<file path="src/rtl/apicbase_pkg.sv">
package apicbase_pkg;

  localparam int REG_W    = 64;
  localparam int BSP_BIT  = 8;
  localparam int RSV9_BIT = 9;
  localparam int EXT_BIT  = 10;
  localparam int EN_BIT   = 11;
  localparam int BASE_LSB = 12;

  // encoding is {extended, enable}
  typedef enum logic [1:0] {
    MODE_OFF     = 2'b00,
    MODE_LEGACY  = 2'b01,
    MODE_INVALID = 2'b10,
    MODE_EXT     = 2'b11
  } mode_e;

  function automatic mode_e mode_of(input logic en, input logic ext);
    return mode_e'({ext, en});
  endfunction

endpackage

</file>
<file path="src/rtl/apicbase_field_check.sv">
module apicbase_field_check
  import apicbase_pkg::*;
#(
  parameter int PA_WIDTH = 36
) (
  input  logic [REG_W-1:0] wdata,
  output logic             rsvd_bad,
  output logic             width_bad
);

  // low reserved bits: 7:0 and 9
  localparam logic [REG_W-1:0] LOW_RSVD =
    (REG_W'(1) << RSV9_BIT) | ((REG_W'(1) << BSP_BIT) - REG_W'(1));

  assign rsvd_bad = |(wdata & LOW_RSVD);

  generate
    if (PA_WIDTH < REG_W) begin : g_high
      assign width_bad = |wdata[REG_W-1:PA_WIDTH];
    end else begin : g_full
      assign width_bad = 1'b0;
    end
  endgenerate

endmodule

</file>
<file path="src/rtl/apicbase_mode_fsm.sv">
module apicbase_mode_fsm
  import apicbase_pkg::*;
#(
  parameter bit X_SUPPORTED = 1'b1
) (
  input  mode_e cur_mode,
  input  mode_e req_mode,
  output logic  trans_ok
);

  logic path_ok;
  logic ext_allowed;

  always_comb begin
    unique case (cur_mode)
      MODE_OFF:    path_ok = (req_mode == MODE_OFF) || (req_mode == MODE_LEGACY);
      MODE_LEGACY: path_ok = (req_mode != MODE_INVALID);
      MODE_EXT:    path_ok = (req_mode == MODE_OFF) || (req_mode == MODE_EXT);
      default:     path_ok = 1'b0;
    endcase
  end

  generate
    if (X_SUPPORTED) begin : g_ext
      assign ext_allowed = 1'b1;
    end else begin : g_noext
      assign ext_allowed = ~req_mode[1];
    end
  endgenerate

  assign trans_ok = path_ok & ext_allowed;

endmodule

</file>
<file path="src/rtl/apicbase_reg.sv">
module apicbase_reg
  import apicbase_pkg::*;
#(
  parameter int               PA_WIDTH    = 36,
  parameter bit               X_SUPPORTED = 1'b1,
  parameter logic [REG_W-1:0] RESET_BASE  = 64'h0000_0000_FEE0_0000,
  parameter bit               RESET_BSP   = 1'b1
) (
  input  logic                clk,
  input  logic                rst,
  input  logic                wr_en,
  input  logic [63:0]         wr_data,
  output logic [63:0]         rd_data,
  output logic [1:0]          mode_o,
  output logic [PA_WIDTH-1:0] base_o,
  output logic                bsp_o,
  output logic                fault_o
);

  localparam logic [REG_W-1:0] RST_VAL =
    RESET_BASE | (REG_W'(RESET_BSP) << BSP_BIT) | (REG_W'(1) << EN_BIT);
  localparam logic [PA_WIDTH-1:0] RST_BASE =
    {RESET_BASE[PA_WIDTH-1:BASE_LSB], {BASE_LSB{1'b0}}};

  logic [REG_W-1:0]    reg_q;
  mode_e               mode_q;
  logic [PA_WIDTH-1:0] base_q;
  logic                fault_q;

  mode_e req_mode;
  logic  rsvd_bad, width_bad, trans_ok, reject;

  assign req_mode = mode_of(wr_data[EN_BIT], wr_data[EXT_BIT]);

  apicbase_field_check #(.PA_WIDTH(PA_WIDTH)) u_check (
    .wdata     (wr_data),
    .rsvd_bad  (rsvd_bad),
    .width_bad (width_bad)
  );

  apicbase_mode_fsm #(.X_SUPPORTED(X_SUPPORTED)) u_fsm (
    .cur_mode (mode_q),
    .req_mode (req_mode),
    .trans_ok (trans_ok)
  );

  assign reject = rsvd_bad | width_bad | ~trans_ok;

  always_ff @(posedge clk) begin
    if (rst) begin
      reg_q   <= RST_VAL;
      mode_q  <= MODE_LEGACY;
      base_q  <= RST_BASE;
      fault_q <= 1'b0;
    end else begin
      fault_q <= wr_en & reject;
      if (wr_en && !reject) begin
        reg_q  <= wr_data;
        mode_q <= req_mode;
        base_q <= {wr_data[PA_WIDTH-1:BASE_LSB], {BASE_LSB{1'b0}}};
      end
    end
  end

  assign rd_data = reg_q;
  assign mode_o  = mode_q;
  assign base_o  = base_q;
  assign bsp_o   = reg_q[BSP_BIT];
  assign fault_o = fault_q;

  // ---------------- assertions ----------------
  p_fault_needs_write_r10: assert property (@(posedge clk) disable iff (rst)
    fault_q |-> $past(wr_en));

  p_reject_holds_r10: assert property (@(posedge clk) disable iff (rst)
    fault_q |-> $stable(reg_q));

  p_idle_holds_r10: assert property (@(posedge clk) disable iff (rst)
    !$past(wr_en) |-> ($stable(reg_q) && !fault_q));

  p_no_invalid_r3: assert property (@(posedge clk) disable iff (rst)
    mode_q != MODE_INVALID);

  p_ext_exit_r4: assert property (@(posedge clk) disable iff (rst)
    ($past(mode_q) == MODE_EXT && mode_q != MODE_EXT) |-> mode_q == MODE_OFF);

  p_off_entry_r5: assert property (@(posedge clk) disable iff (rst)
    ($past(mode_q) == MODE_OFF) |-> mode_q != MODE_EXT);

  p_rsvd_zero_r8: assert property (@(posedge clk) disable iff (rst)
    (reg_q[BSP_BIT-1:0] == '0) && !reg_q[RSV9_BIT]);

  p_mode_track_r12: assert property (@(posedge clk) disable iff (rst)
    mode_q == mode_of(reg_q[EN_BIT], reg_q[EXT_BIT]));

  p_base_track_r9: assert property (@(posedge clk) disable iff (rst)
    base_q == {reg_q[PA_WIDTH-1:BASE_LSB], {BASE_LSB{1'b0}}});

  generate
    if (PA_WIDTH < REG_W) begin : g_width_chk
      p_width_r7: assert property (@(posedge clk) disable iff (rst)
        reg_q[REG_W-1:PA_WIDTH] == '0);
    end
    if (!X_SUPPORTED) begin : g_unsup_chk
      p_unsup_r11: assert property (@(posedge clk) disable iff (rst)
        mode_q != MODE_EXT);
    end
  endgenerate

endmodule

</file>
<file path="config.mk">
export PLATFORM = sky130hd
export DESIGN_NAME = apicbase_reg
export DESIGN_NICKNAME = d
export VERILOG_FILES = /design/src/rtl/apicbase_pkg.sv /design/src/rtl/apicbase_field_check.sv /design/src/rtl/apicbase_mode_fsm.sv /design/src/rtl/apicbase_reg.sv
export SDC_FILE = /design/constraint.sdc
export NUM_CORES = 1
export LEC_CHECK = 0
export BUFFER_PORTS_ARGS = -buffer_cell sky130_fd_sc_hd__buf_2
export CORE_UTILIZATION = 45
export DETAILED_ROUTE_END_ITERATION = 7
export PLACE_DENSITY = 0.86
export SYNTH_ARGS = -nofsm -noshare
export SYNTH_HDL_FRONTEND = slang
export SYNTH_SLANG_ARGS = --single-unit
</file>
<file path="constraint.sdc">
create_clock -name clk -period 4.15 [get_ports clk]
set_input_delay 0.6225 -clock clk [delete_from_list [all_inputs] [get_ports clk]]
set_output_delay 0.6225 -clock clk [all_outputs]
set_load 0.02 [all_outputs]
</file>
==> results by group <==
Yosys
  • Main combinational cell family by area after synthesis: buffers and inverters
  • Area contributors post-synth: dfxtp_1, buf_4, mux2i_1
  • Post-synth EDFFs: 0
  • Syn Area/Cell: around 8.9 um2
  • Mux contribution to synthesized area: 0.102
  • Synthesis-stage register bit count: 65
  • Cell Area, Synth: 2650 um2
  • Dominant cell type by area after synthesis: dfxtp_1
  • Simple-gate share of the synthesized area: 0.167
  • FFs w/ async S/R, synth: 0
  • Synth Area in XOR/XNOR: 0
  • Most numerous cell in the Yosys netlist: dfxtp_1
  • Primary FF master, synth: dfxtp_1
  • Most frequent cells after synthesis: dfxtp_1, nor2_1, inv_1
  • Post-synth top area share: 0.491
  • Synth Area in Compound Gates: 0.0213
  • Post-Synth Adder-Cell Area: 0.0142
  • Distinct cell type count after synthesis: 21
  • Synth warn: 0
  • Post-synthesis sequential area ratio: 0.491
  • Cells after synthesis: around 300

Pwr
  • VDD IR-drop max: ~0.35 mV
  • Lkg Pwr: about 1.6 nW
  • Cell Pwr Density: approximately 370 nW/um2

Global routing
  • Grt total ovfl: 0
  • Tot GR Track Use: 0.174
  • GR Layer Usage met3: 0.0644
  • Pin count of the biggest net entering global routing: 38
  • First-pass GRT wire length: approximately 8.4 mm
  • Initial antenna violation count: 0
  • Met1 Usage GRT: 0.184
  • Vias in the first global route: roughly 2000
  • Gr busiest metal: met2
  • GR Layer Usage met2: 0.297

Timing
  • Normalized max-slew margin: 0.397
  • Min Hold Slack: about 0.42 ns
  • Final WS setup: around 1.7 ns
  • RSZ-0062 raised after global routing: false
  • Setup-failing EPs final: 0
  • Fmax: roughly 420 MHz
  • Skew final: about 0.0086 ns
  • Worst-margin pin slew: ~0.90 ns
  • Final Max Tran Viols: 0
  • Final hold vios: 0
  • Min cycle time layout: 2.40 ns
  • TNS Setup: 0 ns
  • Period utilization: 0.579

Clock tree
  • Hold buffers post-CTS: 0
  • Clock root cell: clkbuf_8
  • CTS Buf Count: 9
  • Post-CTS Setup Inserts: 0
  • Max clock buf depth: 2
  • CTS H-tree depth: 3
  • CTS tree: done
  • Clk sinks: 65
  • Post-CTS Resized: 0
  • Clk slew on worst S/H paths: about 0.08 ns
  • Clock Latency Late Sink: between 0.3 and 0.4 ns

Placement
  • Placed insts: between 400 and 500
  • Final Wtd Congestion: 0.760
  • DP HPWL: slightly above 4 mm
  • Pre-CTS setup slack: around 1.4 ns
  • Port bufs: ~160

Critical path
  • Worst setup EP type: register
  • Critical Path, Cell by Cell: buf_2, or4_1, a2111o_1, nor4_2, buf_4, mux2i_1
  • R2R Setup Slk: approximately 1.8 ns
  • Critical path class: in2reg
  • Max FO, Critical Path: 27
  • Crit path buf inv count: 2
  • Critical path's top delay family: simple AND/OR/NAND/NOR gates
  • Cell at the slowest stage of the critical path: or4_1
  • Crit path largest cell delay: between 0.5 and 0.6 ns
  • Startpoint type of the worst setup path: input pin
  • Reg2reg end: rd_data[32]$_SDFFE_PP0P_
  • Worst r2r path cells: 6
  • WP data required: around 4.4 ns
  • R2R Path Start: rd_data[11]$_SDFFE_PP1P_
  • Crit path DAT: 2.66 ns

Layout
  • Ratio of cells with drive above 1 in the final layout: 0.410
  • Antenna cells: 0
  • Layout Area Growth over Synthesis: 28.9%
  • Layout Utilization: 0.612
  • Post-Layout Cell Count: 506
  • Final net count: about 500

Hold path
  • WHS Path Cells: 2
  • WHS Endpoint: rd_data[42]$_SDFFE_PP0P_
  • Hold_sp: rd_data[42]$_SDFFE_PP0P_
  • Hold Path Class: reg2reg

Drt
  • DRT Pass-1 Iters: 4
  • DR WL/cell: between 10 and 15 um
  • Starting DRT DRC Count: a little over 90
  • Remaining DRCs: 0
  • Routed Wire Length: about 5.3 mm
  • DRT antenna net count: 0
  • Via/cell ratio: ~4.4
  • Via count: between 2000 and 2500

Status
  • Outcome: finished clean

Floorplan
  • Die width: about 79 um
  • # IOs: between 150 and 200
  • Initial Utilization: 0.475
  • FP Rows: 27
  • CORE AREA: ~5600 um2
  • Die Span Y: between 70 and 80 um
  • Die area: 6200 um2

Job
  • Max cap viols: 0
-- per-stage QoR --
| step | power [mW] | instance area, um2 |
|---|---|---|
| 4_1_cts | 1.27 | 3410 |
| 3_3_place_gp | 0.704 | 3210 |
| 5_1_grt | 1.30 | 3410 |
| 3_5_place_dp | 0.705 | 3210 |
| 2_1_floorplan | 0.682 | 2690 |
| 6_report | 1.25 | 3410 |
-- report_power, final --
part	leakage [nW]	switching [mW]	internal, mW
Clock	0.103	0.267	0.290
Combinational	1.01	0.0372	0.0292
Sequential	0.524	0.000161	0.624
-- how the worst max path moves through the flow --
stage / depth (start not counted) / endpoint / startpoint
after global placement: 6 / rd_data[28]$_SDFFE_PP1P_ / wr_data[41]
final: 6 / rd_data[32]$_SDFFE_PP0P_ / wr_data[41]
after global routing: 6 / rd_data[32]$_SDFFE_PP0P_ / rd_data[11]$_SDFFE_PP1P_
after floorplan: 5 / rd_data[0]$_SDFFE_PP0P_ / wr_data[41]
after detailed placement: 6 / rd_data[34]$_SDFFE_PP0P_ / wr_data[41]
after CTS: 6 / rd_data[32]$_SDFFE_PP0P_ / wr_data[41]
-- tightest hold or removal path: stages, from the launching register on --
cell,delay (ns)
dfxtp_1,0.31
inv_1,0.04
nor2_1,0.03
-- layout make-up --
type / count / area, um2
clock buffer: 9 / 124
fill: 498 / 2160
timing repair buffer: 160 / 806
multi-input combinational: 153 / 858
sequential: 65 / 1300
tap: 72 / 90.1
inverter: 40 / 150
clock inverter: 7 / 83.8
-- metal layers --
metal  wire, um  share of wire
met5          0              0
met1       2180           0.41
met3        523          0.098
met2       2540           0.48
met4         91          0.017
-- state kept, by name (all words and copies together) (netlist names) --
signal / count
rd_data: 64
fault_o: 1
-- cell families (layout without fill, tap and decap cells) --
group                      after synthesis  count (layout)
and+or+nand+nor                        106             106
buffers and inverters                   91             216
DFF                                     65              65
muxes                                   27              27
AOI/OAI and AO/OA                        5               5
adders and majority gates                3               3
other                                    1              12
-- layout by cell type, fill, tap and decap left out --
cell type   count
o21ai_0         2
nor4_2          1
inv_6           4
buf_2         158
buf_4           2
nor2_1         61
nand4_1         2
nand4bb_1       1
bufinv_16       1
nor4_1          8
inv_8           1
o211ai_1        1
conb_1         12
inv_1          40
ha_1            3
o41ai_4         1
clkbuf_8        9
or4_1           2
mux2i_1        27
dfxtp_1        65
clkinvlp_4      1
a2111o_1        1
nand2_1        30
and3_1          1
Power figures use the tool's default switching activity.
